[src/rtl/bsr_pkg.sv]
package bsr_pkg;

   typedef logic signed [2:0] level_t;

   typedef enum logic [1:0] {
      PH_0   = 2'd0,
      PH_90  = 2'd1,
      PH_180 = 2'd2,
      PH_270 = 2'd3
   } lo_phase_e;

   // five legal codes, everything else is read as zero
   function automatic level_t decode_level(input logic [2:0] code);
      level_t v;
      case (code)
         3'b110, 3'b111, 3'b000, 3'b001, 3'b010: v = level_t'(code);
         default:                                v = '0;
      endcase
      return v;
   endfunction

   function automatic level_t flip_level(input level_t l);
      level_t v;
      case (l)
         3'sd1:   v = -3'sd1;
         3'sd2:   v = -3'sd2;
         -3'sd1:  v = 3'sd1;
         -3'sd2:  v = 3'sd2;
         default: v = '0;
      endcase
      return v;
   endfunction

endpackage

[src/rtl/bsr_lo_phase.sv]
module bsr_lo_phase
   import bsr_pkg::*;
(
   input  logic      clk,
   input  logic      rst_n,
   input  logic      adv,
   output lo_phase_e phase
);

   always_ff @(posedge clk or negedge rst_n) begin
      if (!rst_n)
         phase <= PH_0;
      else if (adv)
         phase <= lo_phase_e'(phase + 2'd1);
   end


   phase_step_chk: assert property (@(posedge clk) disable iff (!rst_n)
      adv |=> (2'(phase) == 2'($past(phase) + 2'd1)));


   phase_hold_chk: assert property (@(posedge clk) disable iff (!rst_n)
      !adv |=> $stable(phase));

endmodule

[src/rtl/bsr_mixer.sv]
module bsr_mixer
   import bsr_pkg::*;
(
   input  logic [2:0] sample,
   input  lo_phase_e  phase,
   output level_t     mix_i,
   output level_t     mix_q,
   output logic       on_q
);

   level_t x;
   level_t x_neg;

   assign x     = decode_level(sample);
   assign x_neg = flip_level(x);

   // three-way select per component: pass, zero, negate
   always_comb begin
      case (phase)
         PH_0:    begin mix_i = x;     mix_q = '0;    end
         PH_90:   begin mix_i = '0;    mix_q = x;     end
         PH_180:  begin mix_i = x_neg; mix_q = '0;    end
         default: begin mix_i = '0;    mix_q = x_neg; end
      endcase
   end

   assign on_q = phase[0];


   always_comb begin
      alt_zero_chk: assert (mix_i == '0 || mix_q == '0);
   end

endmodule

[src/rtl/bsr_weight_mult.sv]
module bsr_weight_mult
   import bsr_pkg::*;
#(
   parameter int WEIGHT_W = 6,
   localparam int PROD_W  = WEIGHT_W + 1
) (
   input  level_t                     lvl,
   input  logic signed [WEIGHT_W-1:0] weight,
   output logic signed [PROD_W-1:0]   prod
);

   logic signed [PROD_W-1:0] w_ext;
   logic signed [PROD_W-1:0] w_dbl;

   assign w_ext = {weight[WEIGHT_W-1], weight};
   assign w_dbl = {weight, 1'b0};

   // five-way select: negate, zero, pass, shift, negated shift
   always_comb begin
      case (lvl)
         3'sd1:   prod = w_ext;
         3'sd2:   prod = w_dbl;
         -3'sd1:  prod = -w_ext;
         -3'sd2:  prod = -w_dbl;
         default: prod = '0;
      endcase
   end


   always_comb begin
      if (lvl == '0) zero_prod_chk: assert (prod == '0);
   end

endmodule

[src/rtl/bsr_rotator.sv]
module bsr_rotator
   import bsr_pkg::*;
#(
   parameter int WEIGHT_W = 6,
   localparam int PROD_W  = WEIGHT_W + 1,
   localparam int W_MAX   = (1 << (WEIGHT_W - 1)) - 1,
   localparam int P_MAX   = 2 * W_MAX
) (
   input  logic                       clk,
   input  logic                       rst_n,
   input  logic                       in_valid,
   input  logic [2:0]                 in_sample,
   input  logic                       wt_load,
   input  logic signed [WEIGHT_W-1:0] wt_re_in,
   input  logic signed [WEIGHT_W-1:0] wt_im_in,
   output logic                       out_valid,
   output logic signed [PROD_W-1:0]   out_i,
   output logic signed [PROD_W-1:0]   out_q
);

   initial begin
      weight_w_ok: assert (WEIGHT_W >= 2 && WEIGHT_W <= 16);
   end

   localparam logic signed [WEIGHT_W-1:0] W_MIN_CODE = {1'b1, {(WEIGHT_W-1){1'b0}}};
   localparam logic signed [WEIGHT_W-1:0] W_CLAMP    = {1'b1, {(WEIGHT_W-2){1'b0}}, 1'b1};

   lo_phase_e phase;
   level_t    mix_i, mix_q, lvl, lvl_n;
   logic      on_q;

   logic signed [WEIGHT_W-1:0] w_store [2];
   logic signed [WEIGHT_W-1:0] w_in    [2];
   logic signed [WEIGHT_W-1:0] w_sel   [2];
   level_t                     l_sel   [2];
   logic signed [PROD_W-1:0]   p_sel   [2];

   bsr_lo_phase u_phase (
      .clk   (clk),
      .rst_n (rst_n),
      .adv   (in_valid),
      .phase (phase)
   );

   bsr_mixer u_mix (
      .sample (in_sample),
      .phase  (phase),
      .mix_i  (mix_i),
      .mix_q  (mix_q),
      .on_q   (on_q)
   );

   assign lvl   = on_q ? mix_q : mix_i;
   assign lvl_n = flip_level(lvl);
   assign w_in[0] = wt_re_in;
   assign w_in[1] = wt_im_in;

   // index 0: real part / I' path, index 1: imaginary part / Q' path
   for (genvar k = 0; k < 2; k++) begin : g_lane
      always_ff @(posedge clk or negedge rst_n) begin
         if (!rst_n)
            w_store[k] <= '0;
         else if (wt_load)
            w_store[k] <= (w_in[k] == W_MIN_CODE) ? W_CLAMP : w_in[k];
      end


      w_range_chk: assert property (@(posedge clk) disable iff (!rst_n)
         w_store[k] != W_MIN_CODE);

      bsr_weight_mult #(.WEIGHT_W(WEIGHT_W)) u_mult (
         .lvl    (l_sel[k]),
         .weight (w_sel[k]),
         .prod   (p_sel[k])
      );
   end

   // 2:1 selects replace the complex-product adders
   assign w_sel[0] = on_q ? w_store[1] : w_store[0];
   assign l_sel[0] = on_q ? lvl_n      : lvl;
   assign w_sel[1] = on_q ? w_store[0] : w_store[1];
   assign l_sel[1] = lvl;

   always_ff @(posedge clk or negedge rst_n) begin
      if (!rst_n) begin
         out_valid <= 1'b0;
         out_i     <= '0;
         out_q     <= '0;
      end else begin
         out_valid <= in_valid;
         if (in_valid) begin
            out_i <= p_sel[0];
            out_q <= p_sel[1];
         end
      end
   end


   valid_follow_chk: assert property (@(posedge clk) disable iff (!rst_n)
      in_valid |=> out_valid);


   valid_idle_chk: assert property (@(posedge clk) disable iff (!rst_n)
      !in_valid |=> !out_valid);


   out_hold_chk: assert property (@(posedge clk) disable iff (!rst_n)
      !in_valid |=> ($stable(out_i) && $stable(out_q)));


   no_overflow_chk: assert property (@(posedge clk) disable iff (!rst_n)
      in_valid |=> (out_i <= P_MAX && out_i >= -P_MAX && out_q <= P_MAX && out_q >= -P_MAX));

endmodule

[config.mk]
export PLATFORM = sky130hd
export DESIGN_NAME = bsr_rotator
export DESIGN_NICKNAME = d
export VERILOG_FILES = /design/src/rtl/bsr_pkg.sv /design/src/rtl/bsr_lo_phase.sv /design/src/rtl/bsr_mixer.sv /design/src/rtl/bsr_weight_mult.sv /design/src/rtl/bsr_rotator.sv
export SDC_FILE = /design/constraint.sdc
export NUM_CORES = 1
export LEC_CHECK = 0
export BUFFER_PORTS_ARGS = -buffer_cell sky130_fd_sc_hd__buf_4
export CAP_MARGIN = 40
export CORE_UTILIZATION = 61
export CTS_CLUSTER_SIZE = 10
export DETAILED_ROUTE_END_ITERATION = 12
export HOLD_SLACK_MARGIN = 0.03
export PLACE_DENSITY_LB_ADDON = 0.05
export SYNTH_ARGS = -nofsm -noshare
export SYNTH_HDL_FRONTEND = slang
export SYNTH_SLANG_ARGS = --single-unit
[constraint.sdc]
create_clock -name clk -period 6.3 [get_ports clk]
set_input_delay 0.63 -clock clk [delete_from_list [all_inputs] [get_ports clk]]
set_output_delay 0.63 -clock clk [all_outputs]
set_load 0.01 [all_outputs]
==> results.md <==
* Worst-case clock skew at 0.00482 ns
* Max Fclk at ~370 MHz
* Crit-path max FO at 22
* DP Area at around 0.0024 mm2
* GRT Total Usage at 0.270
* Cell Area, Synth at approximately 0.0021 mm2
* Post-route setup slack at around 3.6 ns
* Drt via density at 5.91
* Synth Area in Simple Gates at 0.188
* Sequential area share after synthesis at 0.338
* Met1 Use GR at 0.356
* Number of synthesized flops with an enable pin at 0
* Commonest non-fill, non-tap cell in the layout: buf_4
* Status: finished clean
* Max Transition Viols Final at 0
* TritonCTS buffer count at 5
* Die X at 61.3 um
* Leak at approximately 1.1 nW
* Clock Tree Buf Depth at 2
* Main combinational cell family by area after synthesis: simple AND/OR/NAND/NOR gates
* Number of global-route vias before repair at between 1500 and 2000
* Slowest CP cell: dfrtp_1
* # diodes at 0
* CTS sink count at 29
* DR iter-0 viols at between 60 and 70
* Slowest stage delay, CP at a little over 0.6 ns
* Critical path required time at about 6.5 ns
* Worst-path clk slew at ~0.090 ns
* Worst Path Buf+Inv at 2
* Row cnt at 21
* Post-route ant nets at 0
* Share of layout cells above drive strength 1 at 0.272
* GRT overflow at 0
* Post-Syn Nets at 247
* Synth cell types at 49
* # IOs at 34
* Post-CTS setup buffer count at 0
* Hold-fix buffers, CTS at 0
* Total number of vias at around 1800
* Top_reg_cell synth: dfrtp_1
* Max-slew headroom at 0.583
* Pwr Density at 429 mW/mm2
* Post-synthesis compound-gate area fraction at 0.184
* Nets at roughly 280
* Clock Tree Root: clkbuf_4
* Clock latency on the worst-skew pair at roughly 0.32 ns
* Drt wl/cell at 14.7 um
* Pin count of the biggest net entering global routing at 30
* Commonest non-fill, non-tap cells in the layout: buf_4 (33), dfrtp_1 (29), mux2_2 (15)
* Crit. End Element: flop
* Synth Area in Adders at 0.0350
* First-pass GRT wire length at 7.29 mm
* Async SR Flop Fraction at 1.00
* CP Class: flop to flop
* Fin crit share at 0.426
* Crit path time final at 2.68 ns
* Initial Util at 0.638
* PortBufs at 33
* # H-tree levels at 2
* Syn Area/Cell at about 9.7 um2
* Fin cells at 300
* Peak supply drop at 0.000327 V
* Detailed Route WL at around 4.4 mm
* First-pass DRT Iterations at 4
* Pre-CTS setup slack at between 3 and 4 ns
* Placed cells at between 200 and 300
* Die area at ~0.0038 mm2
* Total core area at ~0.0034 mm2
* Crit path max-delay family: compound AO/OA/AOI/OAI gates
* Crit-path cells: buf_16 > inv_1 > ha_1 > a31oi_1 > a22oi_1 > o21ai_1 > or3_1 > o221ai_1
* RSZ-0062 raised after global routing: false
* Post-synthesis register bit count at 29
* Max cap viols at 0
* Post-synthesis mux area share at 0.146
* TritonCTS clock tree: yes
* Top Usage Layer GRT: met2
* Die height at just over 60 um
* Yosys warns at 0
* Synth Area in XOR/XNOR at 0.0565
* GP Congestion at ~0.91
* Post-route DRC violation count at 0
* Resized cells post-CTS at 0
* Setup tns final at 0 ns
* Final Hold Viols at 0
* WHS at between 0.2 and 0.25 ns
* Critical Path AT at approximately 2.9 ns
* Setup-failing EPs final at 0
* Met2 usage at 0.425
* Hold Path Class: input port to asynchronous set/reset pin
* Area Growth Syn to Fin at 16.4%
* Post-Synthesis Cells at 222
* Kind of start point of the critical path: flop
* Final Instance Area at roughly 0.0025 mm2
* GR Util met3 at 0.0630
* Antenna violations before repair at 0
* Worst-Margin Slew at 0.608 ns
* HPWL after detailed placement at 3.41 mm
## through the flow
stage | power [mW] | util
after detailed placement | 0.913 | 0.718
after global placement | 0.888 | 0.710
final | 1.07 | 0.743
after floorplan | 0.763 | -
after global routing | 1.16 | 0.743
after CTS | 1.07 | 0.743
## final timing paths
| kind | startpoint | end | slack, ns | cells after the start |
|---|---|---|---|---|
| worst max-delay path | u_phase.phase[0] | out_i[1] | 3.62 | 8 |
| worst min-delay path | rst_n | out_i[4] | 0.20 | 1 |
| worst max register to register | u_phase.phase[0] | out_i[1] | 3.62 | 8 |
| worst min register to register | out_q[1] | out_q[1] | 0.49 | 1 |
| max in group asynchronous | rst_n | u_phase.phase[0] | 5.84 | 1 |
| min in group clk | out_q[1] | out_q[1] | 0.49 | 1 |
## layer usage
metal / vias up / routed length, um
met5: - / 0
met4: 0 / 85
met3: 14 / 257
met2: 67 / 2100
met1: 811 / 1970
li1: 882 / -
## synthesized netlist by cell type, drive strengths merged, types with 4 or more instances
cell	n	area (um2)
dfrtp	29	726
mux2	16	184
nand2	16	70.1
inv	13	48.8
mux2i	13	130
o21ai	12	60.1
a21oi	11	70.1
xnor2	11	104
nor2	8	30.0
buf	7	53.8
nor3	7	35.0
o221ai	7	67.6
ha	6	75.1
nor2b	6	45.0
nor3b	6	45.0
a31oi	5	31.3
nand3	5	25.0
or3	5	31.3
nand2b	4	25.0
## power breakdown
part / internal, mW / total [mW] / switching [mW]
clock network: 0.0947 / 0.158 / 0.0630
logic: 0.304 / 0.646 / 0.342
registers: 0.231 / 0.269 / 0.0385
total: 0.629 / 1.07 / 0.444
## logic make-up (layout without fill, tap and decap cells)
family	Yosys count	in the layout
fa+ha+maj	6	6
flops	29	29
simple gates	70	70
mux	29	29
buf+inv	23	55
xor+xnor	13	13
compound gates	52	52
## sequential cells by signal, indices dropped and copies added, names as in the netlist
name           flops
w_store           12
out_i              7
out_q              7
u_phase.phase      2
out_valid          1
## worst reg2reg max path, delay by kind of cell, from the launching register on
kind | cells | cell delay (ns)
compound gates | 4 | 1.14
flops | 1 | 0.61
buf+inv | 2 | 0.38
fa+ha+maj | 1 | 0.26
simple gates | 1 | 0.16
## layout make-up
cell class | count | area, um2
sequential | 29 | 726
inverter | 13 | 48.8
multi-input combinational | 170 | 1310
clock buffer | 7 | 55.1
clock inverter | 1 | 30.0
fill | 259 | 863
timing repair buffer | 34 | 275
tap | 46 | 57.6
(Power assumes the default switching activity.)
